===== src/rtl/shuf_pkg.sv =====
package shuf_pkg;
  localparam int unsigned LANE_W_DEF = 32;
  localparam int unsigned LANES_DEF  = 4;

  // Width of one lane selector for a given lane count
  function automatic int unsigned sel_width(input int unsigned lanes);
    return (lanes > 1) ? $clog2(lanes) : 1;
  endfunction
endpackage


===== src/rtl/shuf_lane_mux.sv =====
// Picks one lane of a packed vector under a binary selector.
module shuf_lane_mux #(
  parameter int unsigned LANE_W = 32,
  parameter int unsigned LANES  = 4,
  parameter int unsigned SEL_W  = 2
) (
  input  logic [LANES*LANE_W-1:0] vec_i,
  input  logic [SEL_W-1:0]        sel_i,
  output logic [LANE_W-1:0]       lane_o
);
  always_comb begin
    lane_o = '0;
    for (int k = 0; k < LANES; k++) begin
      if (sel_i == SEL_W'(k)) lane_o = vec_i[k*LANE_W +: LANE_W];
    end
  end
endmodule


===== src/rtl/shuf_out_reg.sv =====
// Result register with explicit clock enable and a valid flag.
module shuf_out_reg #(
  parameter int unsigned W = 128
) (
  input  logic         clk,
  input  logic         rst_n,
  input  logic         load_i,
  input  logic [W-1:0] data_i,
  output logic         valid_o,
  output logic [W-1:0] data_o
);
  logic [W-1:0] data_nxt;
  logic         valid_nxt;

  always_comb begin
    data_nxt  = data_o;
    valid_nxt = load_i;
    if (load_i) data_nxt = data_i;
  end

  always_ff @(posedge clk or negedge rst_n) begin
    if (!rst_n) begin
      data_o  <= '0;
      valid_o <= 1'b0;
    end else begin
      data_o  <= data_nxt;
      valid_o <= valid_nxt;
    end
  end
endmodule


===== src/rtl/lane_shuffle_unit.sv =====
module lane_shuffle_unit #(
  parameter int unsigned LANE_W = shuf_pkg::LANE_W_DEF,
  parameter int unsigned LANES  = shuf_pkg::LANES_DEF,
  localparam int unsigned SEL_W = shuf_pkg::sel_width(LANES),
  localparam int unsigned VEC_W = LANE_W * LANES,
  localparam int unsigned IMM_W = SEL_W * LANES,
  localparam int unsigned LOW_LANES = LANES / 2
) (
  input  logic             clk,
  input  logic             rst_n,
  input  logic             in_valid,
  input  logic [VEC_W-1:0] dst_vec,
  input  logic [VEC_W-1:0] src_vec,
  input  logic [IMM_W-1:0] ctrl_imm,
  output logic             out_valid,
  output logic [VEC_W-1:0] out_vec
);
  logic [VEC_W-1:0] shuf_vec;

  // Lower half of the result draws from dst, upper half from src
  for (genvar g = 0; g < LANES; g++) begin : g_lane
    logic [VEC_W-1:0] operand;
    if (g < LOW_LANES) begin : g_low
      assign operand = dst_vec;
    end else begin : g_high
      assign operand = src_vec;
    end
    shuf_lane_mux #(
      .LANE_W(LANE_W), .LANES(LANES), .SEL_W(SEL_W)
    ) u_mux (
      .vec_i (operand),
      .sel_i (ctrl_imm[g*SEL_W +: SEL_W]),
      .lane_o(shuf_vec[g*LANE_W +: LANE_W])
    );
  end

  shuf_out_reg #(.W(VEC_W)) u_reg (
    .clk    (clk),
    .rst_n  (rst_n),
    .load_i (in_valid),
    .data_i (shuf_vec),
    .valid_o(out_valid),
    .data_o (out_vec)
  );
endmodule


===== config.mk =====
export PLATFORM = sky130hd
export DESIGN_NAME = lane_shuffle_unit
export DESIGN_NICKNAME = d
export VERILOG_FILES = /design/src/rtl/shuf_pkg.sv /design/src/rtl/shuf_lane_mux.sv /design/src/rtl/shuf_out_reg.sv /design/src/rtl/lane_shuffle_unit.sv
export SDC_FILE = /design/constraint.sdc
export NUM_CORES = 1
export LEC_CHECK = 0
export ABC_CLOCK_PERIOD_IN_PS = 1920
export BUFFER_PORTS_ARGS = -buffer_cell sky130_fd_sc_hd__buf_2
export CAP_MARGIN = 20
export CORE_AREA = 2 2 153 155
export CTS_CLUSTER_SIZE = 25
export DETAILED_ROUTE_END_ITERATION = 6
export DIE_AREA = 0 0 155 157
export GPL_TIMING_DRIVEN = 0
export PLACE_DENSITY = 0.75
export SLEW_MARGIN = 40
export SYNTH_ARGS = -nofsm -noshare
export SYNTH_HDL_FRONTEND = slang
export SYNTH_SLANG_ARGS = --single-unit
export TNS_END_PERCENT = 10

===== constraint.sdc =====
create_clock -name clk -period 1.92 [get_ports clk]
set_clock_uncertainty 0.15 [all_clocks]
set_input_delay 0.576 -clock clk [delete_from_list [all_inputs] [get_ports clk]]
set_output_delay 0.576 -clock clk [all_outputs]
set_load 0.02 [all_outputs]

Yosys cells after proc, flatten, opt, wreduce, memory -nomap -nowiden:

Cells that the tools add are included.

* register bits: 129
* bits of input ports: 267
* output and inout bits: 129
* word-level logic and storage cells: 34

* equal/unequal tests: 12
* muxes and demuxes: 16
* reduce and logical (&&, ||, !) cells: 4

Operators by type and width (count)
* two-way mux 32 bit: 16
* == test 2 bit, second input constant: 8
* == test 2 x 1 -> 1 bit, second input constant: 4
* zero test 2 bit: 4

Longest topological paths before layout:

* word-level depth: 5
* depth in mapped cells: 5
* gate-level depth less buffers: 2

Modules after synthesis:

From an unflattened synthesis, not the netlist that was laid out.

* cells, all modules: 427
* area, all modules: 8105.3 um^2

Modules (own cells, without submodules)
* shuf_out_reg: instances 1, cells each 271, area each 4847.1 um^2, seq. area each 3228.1 um^2
* shuf_lane_mux: instances 4, cells each 39, area each 814.5 um^2, seq. area each 0.0 um^2

Worst setup path after synthesis:

OpenSTA, ideal clock, no wires.

* path kind: input-to-reg
* start point: input ctrl_imm[2]
* end point: register u_reg.data_o[54]
* library setup time: 0.132 ns
* arrival time: 1.224 ns
* required time: 1.638 ns
* path slack: 0.414 ns
* stages: 4
* buffers on the path: 2
* path through: buf_6 -> buf_6 -> mux2i_1 -> o221ai_2

* cells in the longest elaborated chain, start to end: 5
* elaborated cells between the ends (all ways): 8
* classes of those cells: eq/ne (3); mux (4); reduce/logical (1)

Ends and longest elaborated chain
* start: declaration: line lane_shuffle_unit.sv:14 `input logic [IMM_W-1:0] ctrl_imm,`
* zero test 2 bit: line shuf_lane_mux.sv:14 `if (sel_i == SEL_W'(k)) lane_o = vec_i[k*LANE_W +: LANE_W];`
* two-way mux 32 bit (3 in series): line shuf_lane_mux.sv:14
* two-way mux 32 bit (*): line shuf_lane_mux.sv:14
* end signal: assignment: line shuf_out_reg.sv:26 `data_o <= data_nxt;`
* end: declaration: line shuf_out_reg.sv:10 `output logic [W-1:0] data_o`

Mark *: on every way between the ends. The rest lies on a longest branch, timed or not.
A chain may end at the register's enable or synchronous reset.

Final worst setup path:

* start point: register u_reg.data_o[27]
* end point: output out_vec[27]

RTL lines
* end: declaration: line lane_shuffle_unit.sv:16 `output logic [VEC_W-1:0] out_vec`

No word-level cell between the ends.

==> metrics.log <==
[metrics] outcome: complete, no violations
[metrics] data arrival time of the critical path: 1000 ps
[metrics] share of the core filled with cells: 51.9%
[metrics] max incr delay on CP: 410 ps
[metrics] highest attainable clock frequency: 580 MHz
[metrics] pin slew with the least headroom to its limit: 546 ps
[metrics] worst hold path cell count: 1
[metrics] Net count, final: 1395
[metrics] Die X-Extent: 155 µm
[metrics] worst-case register-to-register setup slack: 1030 ps
[metrics] gate count of the mapped netlist: 716
[metrics] sequence of cells on the critical path: buf_2
[metrics] weighted congestion at the end of routability-driven global placement: 0.913
[metrics] Startpoint Class: flip-flop
[metrics] shortest clock period the worst path allows after layout: 1720 ps
[metrics] Pleak: 5.93 nW
[metrics] pre-CTS setup slack: 16.0 ps
[metrics] net switching power figure: 3.01 mW
[metrics] path category of the worst min-delay check: primary input to flip-flop
[metrics] leading cell types in the layout, fill and taps excluded: 408 x buf_2, 256 x mux2i_1, 130 x nand2b_1
[metrics] number of setup buffers added after CTS: 0
[metrics] number of vias after detailed routing: 7884
[metrics] Clock Power Share: 37.3%
[metrics] area of the die: 24300 µm²
[metrics] worst max-slew margin expressed relative to the limit: 63.6%
[metrics] met2 layer wire length in the routed design: 15.6 mm
[metrics] wire length on met3: 2.36 mm
[metrics] TritonCTS clock tree: built
[metrics] highest signal layer in the routed design: met4
[metrics] Die Span Y: 157 µm
[metrics] number of buffer and inverter stages on the critical path: 1
[metrics] internal power: 6.32 mW
[metrics] Port-buffer cells: 391
[metrics] total clock buffers created by CTS: 17
[metrics] initial antenna violation count: 4
[metrics] CP max stage cell: dfrtp_1
[metrics] depth of the worst register-to-register path: 2
[metrics] ratio of routed vias to standard cells: 5.52
[metrics] H-tree levels: 4
[metrics] share of post-route cells with drive strength above 1: 46.2%
[metrics] area share of the largest cell type after synthesis: 37.1%
[metrics] global-route wire length before repair: 47.1 mm
[metrics] final setup margin: 196 ps
[metrics] leading cell type in the layout, fill and taps excluded: buf_2
[metrics] count of different cell masters after synthesis: 13
[metrics] unrepaired setup endpoints after global routing: false
[metrics] Root Buffer: clkbuf_16
[metrics] highest fanout seen on the critical path: 2
[metrics] synthesized netlist net count: 983
[metrics] final-layout setup total negative slack: 0 ps
[metrics] synthesis-stage register bit count: 129
[metrics] sum of routed wire segments on met1: 12.1 mm
[metrics] worst-case clock buffer depth: 2
[metrics] routed wire length per instance: 21.8 µm
[metrics] kind of end point of the critical path: output port
[metrics] classification of the worst setup path: flip-flop to output port
[metrics] Power Dens Cells: 799 nW/µm²
[metrics] origin of the critical flop-to-flop path: u_reg.data_o[49]
[metrics] Antenna Nets Post-Route: 0
[metrics] proportion of power drawn by combinational gates: 27.7%
[metrics] final worst-path cycle share: 89.8%
[metrics] peak supply drop: 0.000368 V
[metrics] DRC violations left: 0
[metrics] total of fill cells in the finished design: 2032
[metrics] total number of clock tree sinks: 129
[metrics] Clock Latency Late Sink: 410 ps
[metrics] # setup viols final: 0
[metrics] number of gates given a new drive strength after cts: 0
[metrics] worst flop-to-flop path endpoint: u_reg.data_o[49]
[metrics] clock-pin slew of the registers on the worst-case setup and hold paths: 60 ps
[metrics] Area contributors post-synth: dfrtp_1 37%, mux2i_1 29%, nand2b_1 9.3%, o221ai_1 9.3%, o221ai_2 6.2%
[metrics] sum of internal, switching and leakage power: 9.33 mW
[metrics] total wirelength of the detailed-routed design: 31.1 mm
[metrics] post-detail-place hpwl: 24.1 mm
[metrics] biggest area consumer among synthesized cells: dfrtp_1
[metrics] Post-Synthesis Cell Area: 8700 µm²
[metrics] standard cell core area: 22500 µm²
[metrics] initial core utilization: 38.7%
[metrics] Starting DRT DRC Count: 439
[metrics] # placed instances: 1393
[metrics] remaining global-route overflow: 0
[metrics] total routing usage reported by global routing: 25.1%
[metrics] vias in the first global route: 8423
[metrics] hold endpoint: u_reg.valid_o
[metrics] YS warnings: 0
[metrics] Placement Rows: 55
[metrics] data required time at the worst endpoint: 1190 ps
[metrics] area grow syn2layout: 34.3%
[metrics] gate family responsible for the most delay along the worst path: flip-flops
[metrics] Flop pwr share: 35.0%
[metrics] average cell area after synthesis: 12.2 µm²
[metrics] final hold vios: 0
[metrics] pin count of the biggest net entering global routing: 69
[metrics] I/O pins: 396
[metrics] Worst Hold Launch: in_valid
[metrics] final count of pins violating max slew: 0
[metrics] final std cells w/o fill: 1428
[metrics] share of total power consumed by net switching: 32.3%
[metrics] max-cap viol count: 0
[metrics] Pre-antenna DRT Iters: 4
[metrics] sequential fraction of the synthesis area: 37.1%
## how the worst max path moves through the flow
stage                      from           endpoint  slack, ps  cells past startpoint
2_1_floorplan       ctrl_imm[2]   u_reg.data_o[54]        410                      4
3_3_place_gp              rst_n   u_reg.data_o[17]      -1820                      1
3_5_place_dp           in_valid  u_reg.data_o[123]         20                      5
4_1_cts        u_reg.data_o[46]        out_vec[46]        160                      1
5_1_grt        u_reg.data_o[46]        out_vec[46]        140                      1
6_report       u_reg.data_o[27]        out_vec[27]        200                      1
## repair_timing
item	CTS	global route
hold buffers	1	0
endpoints found under the hold margin	61	0
setup endpoints to repair	0	0
## flip-flops by register name (all words and copies together) (netlist names)
register       count
u_reg.data_o     128
u_reg.valid_o      1
## kinds of logic (layout without fill, tap and decap cells)
group	after synthesis	in the layout	share of synthesized area, %
multiplexers	256	256	29.5
AND/OR/NAND/NOR	136	136	10.1
flip-flops	129	129	37.1
AO/OA/AOI/OAI	128	128	15.5
buffers and inverters	67	490	7.91
other	0	4	0
## metrics by stage
stage,instance area (µm²),hold slack [ps]
5_1_grt,11700,131
6_report,11700,148
4_1_cts,11700,126
3_5_place_dp,11100,326
3_3_place_gp,11000,325
2_1_floorplan,8700,130
## synthesized netlist by cell type
cell type / n
mux2i_1: 256
nand2b_1: 130
dfrtp_1: 129
o221ai_1: 92
o221ai_2: 36
buf_8: 24
buf_2: 18
buf_6: 18
clkbuf_1: 4
nand2_4: 4
buf_4: 2
nand2b_2: 2
clkbuf_2: 1
## area by class of cell
| cell class | instances | area [µm²] | area share [%] |
|---|---|---|---|
| diodes | 4 | 10.0 | 0.0857 |
| clock buffers | 18 | 429 | 3.67 |
| multi-input cells | 520 | 4780 | 40.9 |
| clock inverters | 12 | 185 | 1.58 |
| plain buffers | 67 | 688 | 5.89 |
| flip-flops and latches | 129 | 3230 | 27.6 |
| repair buffers | 393 | 2000 | 17.2 |
| well taps | 285 | 357 | 3.05 |
## routing by layer
| metal | track usage [%] | vias up |
|---|---|---|
| met1 | 28.2 | 3868 |
| met4 | 10.3 | 0 |
| met2 | 44.8 | 363 |
| met5 | 0 | - |
| met3 | 6.94 | 63 |
| li1 | - | 3590 |
## power by group through the flow
| stage | clock network, mW | logic [mW] | registers (mW) |
|---|---|---|---|
| global placement | 0 | 2.55 | 3.30 |
| CTS | 3.55 | 2.61 | 3.26 |
| floorplan | 0 | 1.08 | 3.71 |
| detailed placement | 0 | 2.60 | 3.30 |
| global route | 3.67 | 2.77 | 3.30 |
| finish | 3.48 | 2.59 | 3.26 |
(Power assumes the default switching activity.)
